$ cat config.mk
export PLATFORM = sky130hd
export DESIGN_NAME = prbs_pattern_gen
export DESIGN_NICKNAME = d
export VERILOG_FILES = /design/src/rtl/prbs_pattern_gen_pkg.sv /design/src/rtl/prbs_stepper.sv /design/src/rtl/square_wave.sv /design/src/rtl/prbs_pattern_gen.sv
export SDC_FILE = /design/constraint.sdc
export NUM_CORES = 1
export LEC_CHECK = 0
export BUFFER_PORTS_ARGS = -buffer_cell sky130_fd_sc_hd__buf_2
export CORE_MARGIN = 8
export CORE_UTILIZATION = 55
export DETAILED_ROUTE_END_ITERATION = 16
export GPL_TIMING_DRIVEN = 0
export PLACE_DENSITY = 0.69
export SYNTH_ARGS = -nofsm -noshare
export SYNTH_HDL_FRONTEND = slang
export SYNTH_SLANG_ARGS = --single-unit
$ cat constraint.sdc
create_clock -name clk -period 5.35 [get_ports clk]
set_input_delay 0 -clock clk [delete_from_list [all_inputs] [get_ports clk]]
set_output_delay 0 -clock clk [all_outputs]
set_load 0.05 [all_outputs]
$ cat src/rtl/prbs_pattern_gen_pkg.sv
package prbs_pattern_gen_pkg;

  typedef enum logic [2:0] {
    PAT_PRBS7  = 3'd0,
    PAT_PRBS15 = 3'd1,
    PAT_PRBS23 = 3'd2,
    PAT_PRBS31 = 3'd3,
    PAT_HALF   = 3'd4,
    PAT_SLOW   = 3'd5
  } pat_sel_e;

  localparam int NUM_PRBS   = 4;
  localparam int LFSR_MAX   = 31;
  localparam int SQ_PERIOD  = 20;

  // Register length for each pseudo-random variant.
  function automatic int prbs_len(input int idx);
    case (idx)
      0:       return 7;
      1:       return 15;
      2:       return 23;
      default: return 31;
    endcase
  endfunction

  // Second feedback tap (first tap is always the top bit).
  function automatic int prbs_tap(input int idx);
    case (idx)
      0:       return 6;
      1:       return 14;
      2:       return 18;
      default: return 28;
    endcase
  endfunction

endpackage

$ cat src/rtl/prbs_stepper.sv
// Advances a Fibonacci shift register W steps in one cycle.
module prbs_stepper #(
  parameter int N = 7,
  parameter int T = 6,
  parameter int W = 20
) (
  input  logic [N-1:0] state_i,
  output logic [W-1:0] word_o,
  output logic [N-1:0] state_o
);

  logic [N-1:0] walk;
  logic         fb;

  always_comb begin
    walk = state_i;
    fb   = 1'b0;
    for (int i = 0; i < W; i++) begin
      fb        = walk[N-1] ^ walk[T-1];
      word_o[i] = fb;
      walk      = {walk[N-2:0], fb};
    end
    state_o = walk;
  end

endmodule

$ cat src/rtl/square_wave.sv
// Produces both square-wave words from a phase counter modulo the slow period.
module square_wave
  import prbs_pattern_gen_pkg::*;
#(
  parameter int W  = 20,
  parameter int PW = $clog2(SQ_PERIOD)
) (
  input  logic [PW-1:0] phase_i,
  output logic [W-1:0]  half_word_o,
  output logic [W-1:0]  slow_word_o,
  output logic [PW-1:0] phase_o
);

  localparam int unsigned ADV = W % SQ_PERIOD;

  int unsigned pos;

  always_comb begin
    pos = 0;
    for (int i = 0; i < W; i++) begin
      pos            = (32'(phase_i) + 32'(i)) % SQ_PERIOD;
      half_word_o[i] = (pos[0] == 1'b0);
      slow_word_o[i] = (pos < SQ_PERIOD / 2);
    end
    phase_o = PW'((32'(phase_i) + ADV) % SQ_PERIOD);
  end

endmodule

$ cat src/rtl/prbs_pattern_gen.sv
module prbs_pattern_gen
  import prbs_pattern_gen_pkg::*;
#(
  parameter int W = 20
) (
  input  logic         clk,
  input  logic         rst,
  input  logic         en,
  input  logic [2:0]   sel,
  input  logic         out_ready,
  output logic         out_valid,
  output logic [W-1:0] out_data
);

  localparam int PW = $clog2(SQ_PERIOD);

  logic [LFSR_MAX-1:0] lfsr_q;
  logic [PW-1:0]       phase_q;
  logic [PW-1:0]       phase_n;
  logic [2:0]          sel_q;

  logic [W-1:0]        prbs_word [NUM_PRBS];
  logic [LFSR_MAX-1:0] prbs_next [NUM_PRBS];
  logic [W-1:0]        half_word;
  logic [W-1:0]        slow_word;
  logic [W-1:0]        word_mux;

  logic sel_chg;
  logic slot_free;

  // One stepper per sequence length, all reading the shared register.
  for (genvar g = 0; g < NUM_PRBS; g++) begin : g_prbs
    localparam int N = prbs_len(g);
    localparam int T = prbs_tap(g);
    logic [N-1:0] nx;

    prbs_stepper #(.N(N), .T(T), .W(W)) u_step (
      .state_i (lfsr_q[N-1:0]),
      .word_o  (prbs_word[g]),
      .state_o (nx)
    );

    assign prbs_next[g] = LFSR_MAX'(nx);
  end

  square_wave #(.W(W), .PW(PW)) u_sq (
    .phase_i     (phase_q),
    .half_word_o (half_word),
    .slow_word_o (slow_word),
    .phase_o     (phase_n)
  );

  always_comb begin
    case (pat_sel_e'(sel_q))
      PAT_PRBS7:  word_mux = prbs_word[0];
      PAT_PRBS15: word_mux = prbs_word[1];
      PAT_PRBS23: word_mux = prbs_word[2];
      PAT_PRBS31: word_mux = prbs_word[3];
      PAT_HALF:   word_mux = half_word;
      PAT_SLOW:   word_mux = slow_word;
      default:    word_mux = '0;
    endcase
  end

  assign sel_chg   = (sel != sel_q);
  assign slot_free = !out_valid || out_ready;

  always_ff @(posedge clk) begin
    if (rst || sel_chg) begin
      lfsr_q    <= '1;
      phase_q   <= '0;
      sel_q     <= sel;
      out_valid <= 1'b0;
      out_data  <= '0;
    end else if (slot_free) begin
      out_valid <= en;
      if (en) begin
        out_data <= word_mux;
        lfsr_q   <= prbs_next[sel_q[1:0]];
        phase_q  <= phase_n;
      end
    end
  end

endmodule

After elaboration in Yosys (flattened, before gate mapping)
Cells that the tools add are included.
{"block": "word_totals", "reg_bits": 60}
{"block": "classes", "mux": 4, "n_div": 20, "add_sub_neg": 19, "bitwise_logic": 95, "order_cmp": 21, "eq_ne": 6, "reduce_logical": 5}
{"operator": "32-bit by 4-bit < comparator with 1-bit output (second input constant)", "n": 20}
{"operator": "32-bit by 5-bit remainder unit with 32-bit output (second input constant)", "n": 19}
{"operator": "20-bit case mux with 6 select lines", "n": 1}
{"operator": "1-bit XOR", "n": 74}
{"operator": "31-bit binary-select mux with 2-bit select", "n": 1}
{"operator": "31-bit 2-to-1 mux", "n": 2}
{"operator": "5-bit by 4-bit adder with 6-bit output (second input constant)", "n": 8}
{"operator": "5-bit by 5-bit remainder unit with 32-bit output (second input constant)", "n": 1}
{"operator": "5-bit by 3-bit adder with 6-bit output (second input constant)", "n": 4}
{"operator": "5-bit by 5-bit adder with 6-bit output (second input constant)", "n": 4}
{"operator": "1-bit NOT", "n": 20}
{"operator": "5-bit by 2-bit adder with 6-bit output (second input constant)", "n": 2}
{"operator": "5-bit by 1-bit adder with 6-bit output (second input constant)", "n": 1}
{"operator": "3-bit by 2-bit equality test with 1-bit output (second input constant)", "n": 2}
{"operator": "3-bit equality test (second input constant)", "n": 2}
{"operator": "3-bit by 1-bit equality test with 1-bit output (second input constant)", "n": 1}
{"operator": "3-bit >= comparator (second input constant)", "n": 1}
{"operator": "3-bit logical NOT", "n": 1}
{"operator": "3-bit inequality test", "n": 1}
{"operator": "2-bit NOT with 3-bit output", "n": 1}
{"operator": "1-bit logical OR", "n": 2}
{"operator": "2-bit AND reduction", "n": 1}
{"operator": "1-bit logical NOT", "n": 1}

Logic depth before layout (Yosys ltp)
Gate-level depths: netlist of run 1.
{"block": "logic_depth", "word_depth": 7, "mapped_depth": 18, "ltp_nobuf": 15}

Modules after synthesis
A second synthesis of run 1 with hierarchy kept.
{"block": "unflattened", "hier_cells": 1135, "area_unflattened_um2": 8555.7}
{"module": "square_wave", "area_per_inst_um2": 3734.8, "n_inst": 1, "cells_per_inst": 586}
{"module": "prbs_pattern_gen", "area_per_inst_um2": 3440.8, "n_inst": 1, "cells_per_inst": 386}
{"module": "prbs_stepper (g_prbs[3].u_step)", "area_per_inst_um2": 415.4, "n_inst": 1, "cells_per_inst": 52}
{"module": "prbs_stepper (g_prbs[2].u_step)", "area_per_inst_um2": 385.4, "n_inst": 1, "cells_per_inst": 44}
{"module": "prbs_stepper (g_prbs[1].u_step)", "area_per_inst_um2": 310.3, "n_inst": 1, "cells_per_inst": 36}
{"module": "prbs_stepper (g_prbs[0].u_step)", "area_per_inst_um2": 269.0, "n_inst": 1, "cells_per_inst": 31}

Least setup slack after synthesis of run 1
No wires, ideal clock.
{"block": "synth_path", "path_type": "register to register", "start": "register phase_q[2]", "end": "register out_data[15]", "stages_incl_launch_ff": 19, "arrival_time_ps": 4073, "slack_ps": 1219, "required_time_ps": 5292, "n_path_buf": 3, "period_less_slack_ps": 4131, "setup_ps": 58, "path_cell_list": "dfxtp_1 > buf_2 > inv_1 > clkbuf_1 > ha_1 > buf_2 > inv_1 > ha_1 > inv_1 > ha_1 > nor2_1 > nor2_1 > mux2i_1 > ha_1 > o21ai_0 > o311ai_0 > a21oi_1 > a2111oi_0 > a31o_2"}
{"block": "synth_between", "elab_chain_cells": 4}
{"element": "start, declared", "line": "prbs_pattern_gen.sv:18", "rtl": "logic [PW-1:0] phase_q;"}
{"element": "start signal, assigned", "line": "prbs_pattern_gen.sv:80", "rtl": "phase_q <= phase_n;"}
{"element": "5-bit by 4-bit adder with 6-bit output (*)", "line": "square_wave.sv:21", "rtl": "pos = (32'(phase_i) + 32'(i)) % SQ_PERIOD;"}
{"element": "32-bit by 5-bit remainder unit with 32-bit output (*)", "line": "square_wave.sv:21"}
{"element": "32-bit by 4-bit < comparator with 1-bit output / 1-bit NOT (equally long branches)", "line": "square_wave.sv:23, square_wave.sv:22"}
{"element": "20-bit case mux with 6 select lines (*)", "line": "prbs_pattern_gen.sv:54", "rtl": "case (pat_sel_e'(sel_q))"}
{"element": "end signal, assigned", "line": "prbs_pattern_gen.sv:78", "rtl": "out_data <= word_mux;"}
{"element": "end, declared", "line": "prbs_pattern_gen.sv:12", "rtl": "output logic [W-1:0] out_data"}
Every way passes the cells marked *; elsewhere a longest branch is shown, timed or not.
A chain may end at the register's enable or synchronous reset.

Worst setup path in the final report of run 1
{"block": "layout_path", "start": "register phase_q[2]", "end": "register out_data[7]"}
{"block": "layout_between", "elab_chain_cells": 4}
{"element": "5-bit by 3-bit adder with 6-bit output (*)", "line": "square_wave.sv:21"}
{"element": "32-bit by 5-bit remainder unit with 32-bit output (*)", "line": "square_wave.sv:21"}
{"element": "32-bit by 4-bit < comparator with 1-bit output / 1-bit NOT (equally long branches)", "line": "square_wave.sv:23, square_wave.sv:22"}
{"element": "20-bit case mux with 6 select lines (*)", "line": "prbs_pattern_gen.sv:54"}
Marked as above.

==> impl_metrics.yaml, run 1 <==
run_status:
  status: "completed"
synth:
  netlist_area_sq_mm: 0.006356
  syn_inst: 845
  syn_nets: 917
  synth_cell_type_count: 70
  ys.flop_type: "dfxtp_1"
  ys_warn_count: 0
  ys_seq_area_share_pct: 18.74
  synthArstFlopShare_pct: 0
  synth-seq-cells: 58
  synth-edff-count: 3
  syn_area_per_cell_sq_um: 7.522
min_path:
  hold_path_class: "primary input to register"
  hold_depth: 4
floorplanning:
  rows: 39
  dieArea_sq_mm: 0.01525
  core_sq_mm: 0.01137
  fp.dieW_microns: 123.5
  fp.dieH_microns: 123.5
  initial_utilization_pct: 55.90
  io_pins: 28
critical_path:
  crit_path_end_kind: "register"
  startpoint_type: "register"
  required_ns: 5.53
  crit_type: "register to register"
  worstPathMaxFanout: 24
  reg2regPathDepth: 14
  critical_path_arrival_ns: 5.12
routing:
  drc_errors: 0
  drt_iter0_markers: 891
  vias: 6657
  antenna_violating_nets_post_route: 0
  vias_per_cell: 6.438
  wl_per_cell_microns: 20.95
  wl_microns: 21660
  firstDrtPassIters: 5
clock_network:
  clockBufferDepth: 2
  cts_tree: "built"
  worstSkewPairLatency_ns: 0.34
  post_cts_buffers: 0
  clkSinkCount: 58
  htreeDepth: 3
  cts_root_buffer: "clkbuf_16"
  path_clk_slew_ns: 0.05
  cts_made_buffers: 9
global_routing:
  grt_pass1_vias: 6241
  grt_pass1_wl_microns: 33920
  met2_usage_pct: 40.86
  grt_max_degree: 23
  grt_overflow: 0
  met3_usage_pct: 6.256
  grt_use_met1_pct: 41.88
  grtUsageTotal_pct: 28.81
  antenna_found_initial: 0
  top_usage_layer: "met1"
finish:
  nets: 959
  syn_to_final_growth_pct: 9.980
  multiInputGateArea_sq_mm: 0.004653
  fillers: 1088
  final_cell_mix: "81 x nand2_1, 75 x o21ai_0, 65 x ha_1"
  ff_latch_area_sq_mm: 0.001192
  fin_area_sq_mm: 0.006990
  drive_gt1_share_pct: 9.540
  final_common_cell: "nand2_1"
  diodes: 0
  finish.utilization_pct: 61.48
pwr:
  power_leakage_uw: 0.002892
  powerDensity_mw_per_mm2: 173.7
  irDropWorstVdd_uv: 216.8
timing:
  fin_ws_ns: 0.4165
  max_slew_margin_pct: 38.03
  fmax_mhz: 202.7
  maxSlewViolCount: 0
  setup_violations: 0
  rsz0062_at_grt: "no"
  period_needed_ns: 4.933
  period_share_pct: 92.21
  worstMarginPinSlew_ns: 0.9285
  finClkSkew_ns: 0.005512
  finalHoldViolations: 0
  hold_slack_ns: 0.1549
place:
  routabilityCongestion: 0.9538
  placed_area_sq_mm: 0.006670
  place_hpwl_microns: 15840
  dp_slack_ns: -0.1086
  portBuffers: 27
run:
  maxCapViolations: 0
[cells by family (layout without fill, tap and decap cells)]
logic type                 count (synthesis)  in the layout  share of synthesized area (%)
muxes                                     24             24                          3.996
adders and majority gates                 66             66                          12.97
AOI/OAI and AO/OA                        244            244                          25.20
buffers and inverters                    125            171                          8.071
DFF                                       58             58                          18.74
and+or+nand+nor                          239            239                          18.09
xor gates and xnor gates                  89             89                          12.93
[flip-flops by register name, summed over array words and instances, names as in the netlist]
| register | count |
|---|---|
| phase_q | 3 |
| sel_q | 3 |
| lfsr_q | 31 |
| out_data | 20 |
| out_valid | 1 |
[final cells by class]
cell class / instances / share of cell area, %
buffer: 87 / 5.298
clock buffer: 12 / 3.669
clock inverter: 3 / 0.2148
inverter: 37 / 1.987
multi-input combinational: 662 / 66.57
sequential: 58 / 17.06
tap: 143 / 2.560
timing repair buffer: 32 / 2.649
[through the flow]
step / setup TNS [ns] / instances / power, uW
global route: 0 / 1034 / 1250
CTS: 0 / 1035 / 1212
global placement: 0 / 1015 / 675.9
detailed placement: -0.1360 / 1015 / 677.7
finish: 0 / 1034 / 1214
floorplan: 0 / 845 / 614.5
[power by group]
group / leakage [uW] / switching [uW] / internal [uW]
clock: 0.000138 / 199 / 333
sequential: 0.000478 / 6.10 / 447
combinational: 0.00228 / 153 / 75.7
[worst paths after layout]
kind	start	to	slack, ns
setup / recovery	phase_q[2]$_SDFFE_PP0P_	out_data[7]$_SDFFE_PP0P_	0.42
hold / removal	rst	lfsr_q[22]$_SDFFE_PP1P_	0.15
setup reg to reg	phase_q[2]$_SDFFE_PP0P_	out_data[7]$_SDFFE_PP0P_	0.42
hold reg to reg	out_data[5]$_SDFFE_PP0P_	out_data[5]$_SDFFE_PP0P_	0.46
[worst max-delay path, stage by stage (launching register included)]
cell and delay (ns):
dfxtp_2 0.68, buf_2 0.33, inv_1 0.45, ha_1 0.53, buf_2 0.24, buf_1 0.41
clkbuf_1 0.42, o22ai_1 0.18, ha_1 0.21, nor2b_1 0.13, o211ai_1 0.23, o21ai_1 0.11
a2111oi_1 0.55, or4_1 0.22, a21oi_1 0.07
[repair_timing]
item	4_1_cts	5_1_grt
hold buffers	5	0
endpoints found under the hold margin	4	0
endpoints found under the setup margin	2	2
resized for setup	1	1
[Yosys cell counts, drive strengths merged (7+ instances only)]
cell	instances	area [sq um]
nand2	81	304.0
o21ai	76	380.4
ha	65	813.3
nor2	62	232.7
dfxtp	55	1101
xnor2	52	455.4
clkbuf	50	187.7
a21oi	39	195.2
buf	38	186.4
inv	35	131.4
xor2	35	321.6
mux2i	22	220.2
nand3	22	110.1
o211ai	19	142.6
nand2b	16	100.1
nor2b	15	93.84
a211oi	14	105.1
a31oi	14	87.58
nor3	11	55.05
a22o	8	70.07
o22ai	7	43.79
[layer usage]
layer | vias to the layer above | share of wire, %
met4 | 0 | 2.2
met3 | 44 | 11
met2 | 380 | 42
met5 | - | 0
li1 | 3076 | -
met1 | 3157 | 45
No activity file was read; power rests on OpenSTA's default activity.
==> run 2, diff against run 1 <==
--- a/config.mk
+++ b/config.mk
@@ -5,6 +5,7 @@
 export SDC_FILE = /design/constraint.sdc
 export NUM_CORES = 1
 export LEC_CHECK = 0
+export ABC_AREA = 1
 export BUFFER_PORTS_ARGS = -buffer_cell sky130_fd_sc_hd__buf_2
 export CORE_MARGIN = 8
 export CORE_UTILIZATION = 55
==> run 2 against run 1 <==
  * Clock power rose by 7.3%
  * Routed wire length fell by 1.1%
  * Die area increased by 4.0%
  * Final cell count grew 20%
  * Largest cell class unchanged
  * Total power increased by 12%
  * Maximum frequency grew 7.6%
  * Sequential power rose by 2%
  * Largest power group unchanged
  * Register-to-register slack improved by 0.35 ns
  * Synthesized area increased by 4.6%
  * Clock skew is 0.0025 ns lower
  * Critical path depth rose by 9
  * Count of clock-buffer cells in the layout shrank 3
==> impl_metrics.yaml, run 2 <==
run_status:
  status: "completed"
clock_network:
  htreeDepth: 3
  cts_made_buffers: 9
  cts_root_buffer: "clkbuf_16"
  post_cts_buffers: 0
  clkSinkCount: 58
  cts_tree: "built"
  clockBufferDepth: 2
  path_clk_slew_ns: 0.05
  worstSkewPairLatency_ns: 0.34
finish:
  diodes: 0
  syn_to_final_growth_pct: 9.861
  largestRegisters: "lfsr_q: 31 flops, out_data: 20 flops"
  top_register: "lfsr_q"
  fillers: 1205
  drive_gt1_share_pct: 8.417
  finish.utilization_pct: 61.32
  nets: 1160
  final_common_cell: "nand2_1"
  largest_reg_flops: 31
  final_cell_mix: "248 x nand2_1, 106 x inv_1, 91 x nor2_1"
synth:
  synthAdderAreaFrac_pct: 12.23
  netlist_area_sq_mm: 0.006649
  synth_common_cells: "248 x nand2_1, 106 x inv_1, 91 x nor2_1, 76 x o21ai_0, 74 x a21oi_1"
  yosysMostFrequentCell: "nand2_1"
  synth_cell_type_count: 52
  syn_inst: 1046
  ys.flop_type: "dfxtp_1"
  synthArstFlopShare_pct: 0
  syn_area_per_cell_sq_um: 6.356
  synth-seq-cells: 58
  synth_top_cell_by_area: "dfxtp_1"
  yosys.area_share.simple_pct: 29.19
  yosys-top-cells-area: "dfxtp_1 17%, nand2_1 14%, ha_1 12%"
  ys_warn_count: 0
  synth.top_cell.area_share_pct: 16.56
  synth_compound_area_share_pct: 20.87
  synth-edff-count: 3
  ys_seq_area_share_pct: 17.91
  synth_top_family_by_area: "simple AND/OR/NAND/NOR gates"
  syn_nets: 1118
  synthMuxAreaShare_pct: 0
  synth_xor_area_share_pct: 9.202
critical_path:
  critPathSlowestCell: "dfxtp_1"
  path_common_cell: "inv_1"
  ff2ff_setup_slack_ns: 0.76
  worstPathMaxFanout: 22
  crit_path_end_kind: "register"
  critical_path_arrival_ns: 4.86
  path_depth: 23
  max_stage_delay_ns: 0.80
  critPathBufInv: 8
  required_ns: 5.62
  rr_endpoint: "out_data[15]$_SDFFE_PP0P_"
  crit_path_cell_trace: "buf_4, inv_1, clkbuf_2, ha_1, inv_1, ha_1, inv_1, ha_1, inv_1, nand2_1, nand2_2, o21ai_1, inv_1, ha_1, inv_1, nand2_1, nand3_1, nor2_1, nor3_1, nand2_1, nand2_1, nand2_1, a21oi_1"
  r2r-start: "phase_q[2]$_SDFFE_PP0P_"
  crit_type: "register to register"
  startpoint_type: "register"
  cp_top_family: "buffers and inverters"
  reg2regPathDepth: 23
min_path:
  hold_start: "rst"
  hold_end: "lfsr_q[21]$_SDFFE_PP1P_"
  hold_depth: 4
  hold_path_class: "primary input to register"
global_routing:
  grt_pass1_wl_microns: 34460
  grtUsageTotal_pct: 27.03
  antenna_found_initial: 0
  grt_overflow: 0
  grt_max_degree: 23
  grt_pass1_vias: 6532
floorplanning:
  rows: 40
  core_sq_mm: 0.01191
  fp.dieH_microns: 126.0
  dieArea_sq_mm: 0.01586
  initial_utilization_pct: 55.82
  io_pins: 28
  fp.dieW_microns: 126.0
run:
  maxCapViolations: 0
pwr:
  irDropWorstVdd_uv: 214.7
  powerDensity_mw_per_mm2: 185.9
  power_leakage_uw: 0.003405
timing:
  setup_violations: 0
  maxSlewViolCount: 0
  worstMarginPinSlew_ns: 0.7377
  period_share_pct: 85.70
  fmax_mhz: 218.1
  period_needed_ns: 4.585
  rsz0062_at_grt: "no"
  tns_ns: 0
  finClkSkew_ns: 0.003021
  max_slew_margin_pct: 50.47
  finalHoldViolations: 0
routing:
  vias: 7176
  drc_errors: 0
  antenna_violating_nets_post_route: 0
  vias_per_cell: 5.787
  firstDrtPassIters: 6
  drt_iter0_markers: 735
  wl_microns: 21430
  wl_per_cell_microns: 17.28
place:
  place_hpwl_microns: 16210
  portBuffers: 27
  routabilityCongestion: 1.011
[run 2: cell count changes in the layout (fill, tap and decap cells not counted), moves of 10 or more]
| cell | delta |
|---|---|
| nand2_1 | +167 |
| inv_1 | +71 |
| a21oi_1 | +35 |
| nand3_1 | +29 |
| nor2_1 | +29 |
| mux2i_1 | -22 |
| xnor2_1 | -21 |
| buf_2 | -16 |
| nand2b_1 | -16 |
| nor2b_1 | -15 |
| a31oi_1 | -10 |
[run 2: cell type report]
cell class / instances / area (sq um) / share of cell area (%)
inverter: 109 / 414.1 / 5.670
timing repair buffer: 31 / 175.2 / 2.398
multi-input combinational: 814 / 4753 / 65.07
clock buffer: 9 / 225.2 / 3.083
clock inverter: 7 / 70.07 / 0.9592
sequential: 58 / 1191 / 16.31
buffer: 65 / 291.5 / 3.991
tap: 147 / 183.9 / 2.518
[run 2: cell families (layout without fill, tap and decap cells)]
logic type	after synthesis	after routing
AO/OA/AOI/OAI	234	234
XOR/XNOR	66	66
AND/OR/NAND/NOR	449	449
adder cells (fa/ha/maj)	65	65
buffers and inverters	174	221
flip-flops	58	58
[run 2: report_power, final]
group / leakage (uW) / switching (uW) / total (uW) / internal, uW
sequential: 0.000477 / 13.0 / 461 / 448
clock: 0.000133 / 213 / 571 / 358
combinational: 0.00279 / 224 / 326 / 101
total: 0.00341 / 451 / 1360 / 907
[run 2: worst max-delay path by stage]
| stage | from | endpoint | slack [ns] |
|---|---|---|---|
| floorplan | phase_q[2]$_SDFFE_PP0P_ | out_data[15]$_SDFFE_PP0P_ | 1.49 |
| global placement | phase_q[2]$_SDFFE_PP0P_ | out_data[15]$_SDFFE_PP0P_ | 0.40 |
| detailed placement | phase_q[2]$_SDFFE_PP0P_ | out_data[15]$_SDFFE_PP0P_ | 0.40 |
| CTS | phase_q[2]$_SDFFE_PP0P_ | out_data[15]$_SDFFE_PP0P_ | 0.36 |
| global route | phase_q[2]$_SDFFE_PP0P_ | out_data[15]$_SDFFE_PP0P_ | 0.33 |
| finish | phase_q[2]$_SDFFE_PP0P_ | out_data[15]$_SDFFE_PP0P_ | 0.76 |
[run 2: layer usage]
layer | share of wire [%] | vias to the layer above | wire (microns) | track usage (%)
li1 | - | 3563 | - | -
met1 | 48 | 3216 | 10250 | 39.03
met2 | 39 | 351 | 8424 | 37.40
met3 | 10 | 46 | 2220 | 7.764
met4 | 2.5 | 0 | 537 | 8.139
met5 | 0 | - | 0 | 0
[run 2: timing repair]
item | 4_1_cts | 5_1_grt
endpoints found under the hold margin | 4 | 0
setup endpoints to repair | 0 | 1
hold buffers | 4 | 0
gates resized for setup | 0 | 3
[run 2: stage by stage]
step | cell area [sq um] | std cells | worst slack [ns] | hold slack [ns] | total power [uW]
CTS | 7303 | 1240 | 0.3631 | 0.2170 | 1348
global placement | 6968 | 1220 | 0.4017 | 0.2017 | 780.0
finish | 7305 | 1240 | 0.7649 | 0.2381 | 1358
detailed placement | 6968 | 1220 | 0.4028 | 0.2036 | 780.7
floorplan | 6649 | 1046 | 1.491 | 0.09887 | 694.2
global route | 7305 | 1240 | 0.3315 | 0.2923 | 1413
[run 2: worst min-delay path, cell delays in order]
cell and delay [ns]:
buf_2 0.07, a211oi_1 0.04, nand2_1 0.27, a221o_1 0.16
==> run 3, diff against run 2 <==
--- a/config.mk
+++ b/config.mk
@@ -5,13 +5,12 @@
 export SDC_FILE = /design/constraint.sdc
 export NUM_CORES = 1
 export LEC_CHECK = 0
-export ABC_AREA = 1
 export BUFFER_PORTS_ARGS = -buffer_cell sky130_fd_sc_hd__buf_2
 export CORE_MARGIN = 8
 export CORE_UTILIZATION = 55
 export DETAILED_ROUTE_END_ITERATION = 16
 export GPL_TIMING_DRIVEN = 0
-export PLACE_DENSITY = 0.69
+export PLACE_DENSITY = 0.72
 export SYNTH_ARGS = -nofsm -noshare
 export SYNTH_HDL_FRONTEND = slang
 export SYNTH_SLANG_ARGS = --single-unit
==> run 3 against run 2 <==
  * Clock power down 8.2%
  * Maximum frequency fell by 5.7%
  * Clock skew up 0.0023 ns
  * Sequential share of layout area up 0.77 points
  * Routed wire length up 3.5%
  * Count of clock-buffer cells in the layout is 1 higher
  * Utilization is 0.072 points higher
  * Critical path type unchanged
  * Largest cell class unchanged
==> impl_metrics.yaml, run 3 (synthesis gave the netlist of run 1 again) <==
clock_network:
  cts_root_buffer: "clkbuf_16"
  cts_tree: "built"
  path_clk_slew_ns: 0.05
  worstSkewPairLatency_ns: 0.34
  clkSinkCount: 58
  cts_made_buffers: 9
  clockBufferDepth: 2
  htreeDepth: 3
critical_path:
  required_ns: 5.63
  r2r-start: "phase_q[2]$_SDFFE_PP0P_"
  startpoint: "phase_q[2]$_SDFFE_PP0P_"
  startpoint_type: "register"
  ff2ff_setup_slack_ns: 0.49
  crit_path_end_kind: "register"
  worstPathMaxFanout: 24
  crit_type: "register to register"
  critical_path_arrival_ns: 5.14
routing:
  vias_per_cell: 6.516
  wl_per_cell_microns: 21.43
  drt_iter0_markers: 772
  vias: 6744
  wl_microns: 22180
  antenna_violating_nets_post_route: 0
  drc_errors: 0
  firstDrtPassIters: 8
global_routing:
  grt_max_degree: 25
  grt_overflow: 0
  grt_pass1_vias: 6120
  grt_pass1_wl_microns: 34290
  antenna_found_initial: 0
  grtUsageTotal_pct: 29.33
finish:
  largest_reg_flops: 31
  drive_gt1_share_pct: 9.529
  diodes: 0
  fillers: 1092
  stdcell_count: 1035
  final_common_cell: "nand2_1"
  nets: 959
  top_register: "lfsr_q"
  largestRegisters: "lfsr_q: 31 flops, out_data: 20 flops"
  final_cell_mix: "81 x nand2_1, 75 x o21ai_0, 65 x ha_1"
  syn_to_final_growth_pct: 9.823
timing:
  period_needed_ns: 4.860
  period_share_pct: 90.84
  finClkSkew_ns: 0.005356
  finalHoldViolations: 0
  max_slew_margin_pct: 33.79
  rsz0062_at_grt: "no"
  setup_violations: 0
  worstMarginPinSlew_ns: 0.9681
  maxSlewViolCount: 0
  fmax_mhz: 205.8
  hold_slack_ns: 0.1391
pwr:
  powerDensity_mw_per_mm2: 173.1
  comb_power_share_pct: 19.2
  clkPwrFrac_pct: 43.4
  power.internal_uw: 831.2
  swShare_pct: 31.22
  p_seq_share_pct: 37.5
  power_leakage_uw: 0.002880
  irDropWorstVdd_uv: 265.3
  p_sw_uw: 377.3
min_path:
  hold_path_class: "primary input to register"
  hold_start: "rst"
place:
  place_hpwl_microns: 16240
  dpl.cell_count: 1015
  routabilityCongestion: 0.9432
  portBuffers: 27
run:
  maxCapViolations: 0
floorplanning:
  fp.dieH_microns: 123.5
  core_sq_mm: 0.01137
  fp.dieW_microns: 123.5
  initial_utilization_pct: 55.90
  dieArea_sq_mm: 0.01525
  rows: 39
  io_pins: 28
run_status:
  status: "completed"
==> run 3: cell count changes in the layout (fill, tap and decap cells not counted), moves of 21 or more <==
cell	delta
a21oi_1	-35
inv_1	-71
mux2i_1	+22
nand2_1	-167
nand3_1	-29
nor2_1	-29
xnor2_1	+21
==> run 3: timing repair <==
item                       CTS  global route
resized for setup            0             1
hold endpoints to repair     4             0
buffers inserted             0             0
setup endpoints to repair    2             2
gates cloned                 0             0
hold buffers                 5             0
==> run 3: metal layers <==
layer	wire (microns)	up-vias	GRT usage (%)
met5	0	-	0
met4	471	0	7.449
met3	2499	46	7.352
met2	9201	425	40.93
met1	10010	3202	43.42
li1	-	3071	-
==> run 3: area by class of cell <==
type	count	area (sq um)	area share, %
Buffer	87	370.4	5.306
Clock buffer	10	229.0	3.280
Clock inverter	6	33.78	0.4840
Inverter	37	138.9	1.990
Multi-Input combinational cell	662	4652	66.64
Sequential cell	58	1192	17.08
Tap cell	143	178.9	2.563
Timing Repair Buffer	32	185.2	2.653
==> run 3: worst paths after layout <==
check	endpoint	depth (start not counted)
hold reg to reg	out_data[5]$_SDFFE_PP0P_	2
setup reg to reg	out_data[15]$_SDFFE_PP0P_	17
hold / removal	lfsr_q[22]$_SDFFE_PP1P_	4
setup / recovery	out_data[15]$_SDFFE_PP0P_	17
==> run 3: power groups by stage <==
stage,logic (uW),clock network (uW),registers [uW]
floorplan,147,0,467
global placement,218,0,462
detailed placement,219,0,462
CTS,223,528,453
global route,243,549,454
finish,232,524,453
==> run 3: stage by stage <==
stage	util [%]	setup slack [ns]	TNS [ns]	cell area, sq um	power, uW
global placement	58.67	0.03858	0	6670	679.5
finish	61.40	0.4903	0	6980	1208
CTS	61.38	0.2097	0	6979	1204
floorplan	-	1.219	0	6356	614.5
global route	61.40	0.05380	0	6980	1245
detailed placement	58.67	-0.04652	-0.05240	6670	681.3
==> run 3: worst max-delay path: stages, from the launching register on <==
cell and delay (ns):
dfxtp_2 0.49, buf_2 0.29, inv_1 0.73, ha_1 0.31, buf_2 0.24, inv_1 0.07, ha_1 0.42, inv_1 0.18
ha_1 0.27, nor2_1 0.21, nor2_1 0.11, mux2i_1 0.30, ha_1 0.25, o21ai_0 0.09, o311ai_0 0.10, a21oi_1 0.11
a2111oi_0 0.42, a31o_2 0.21
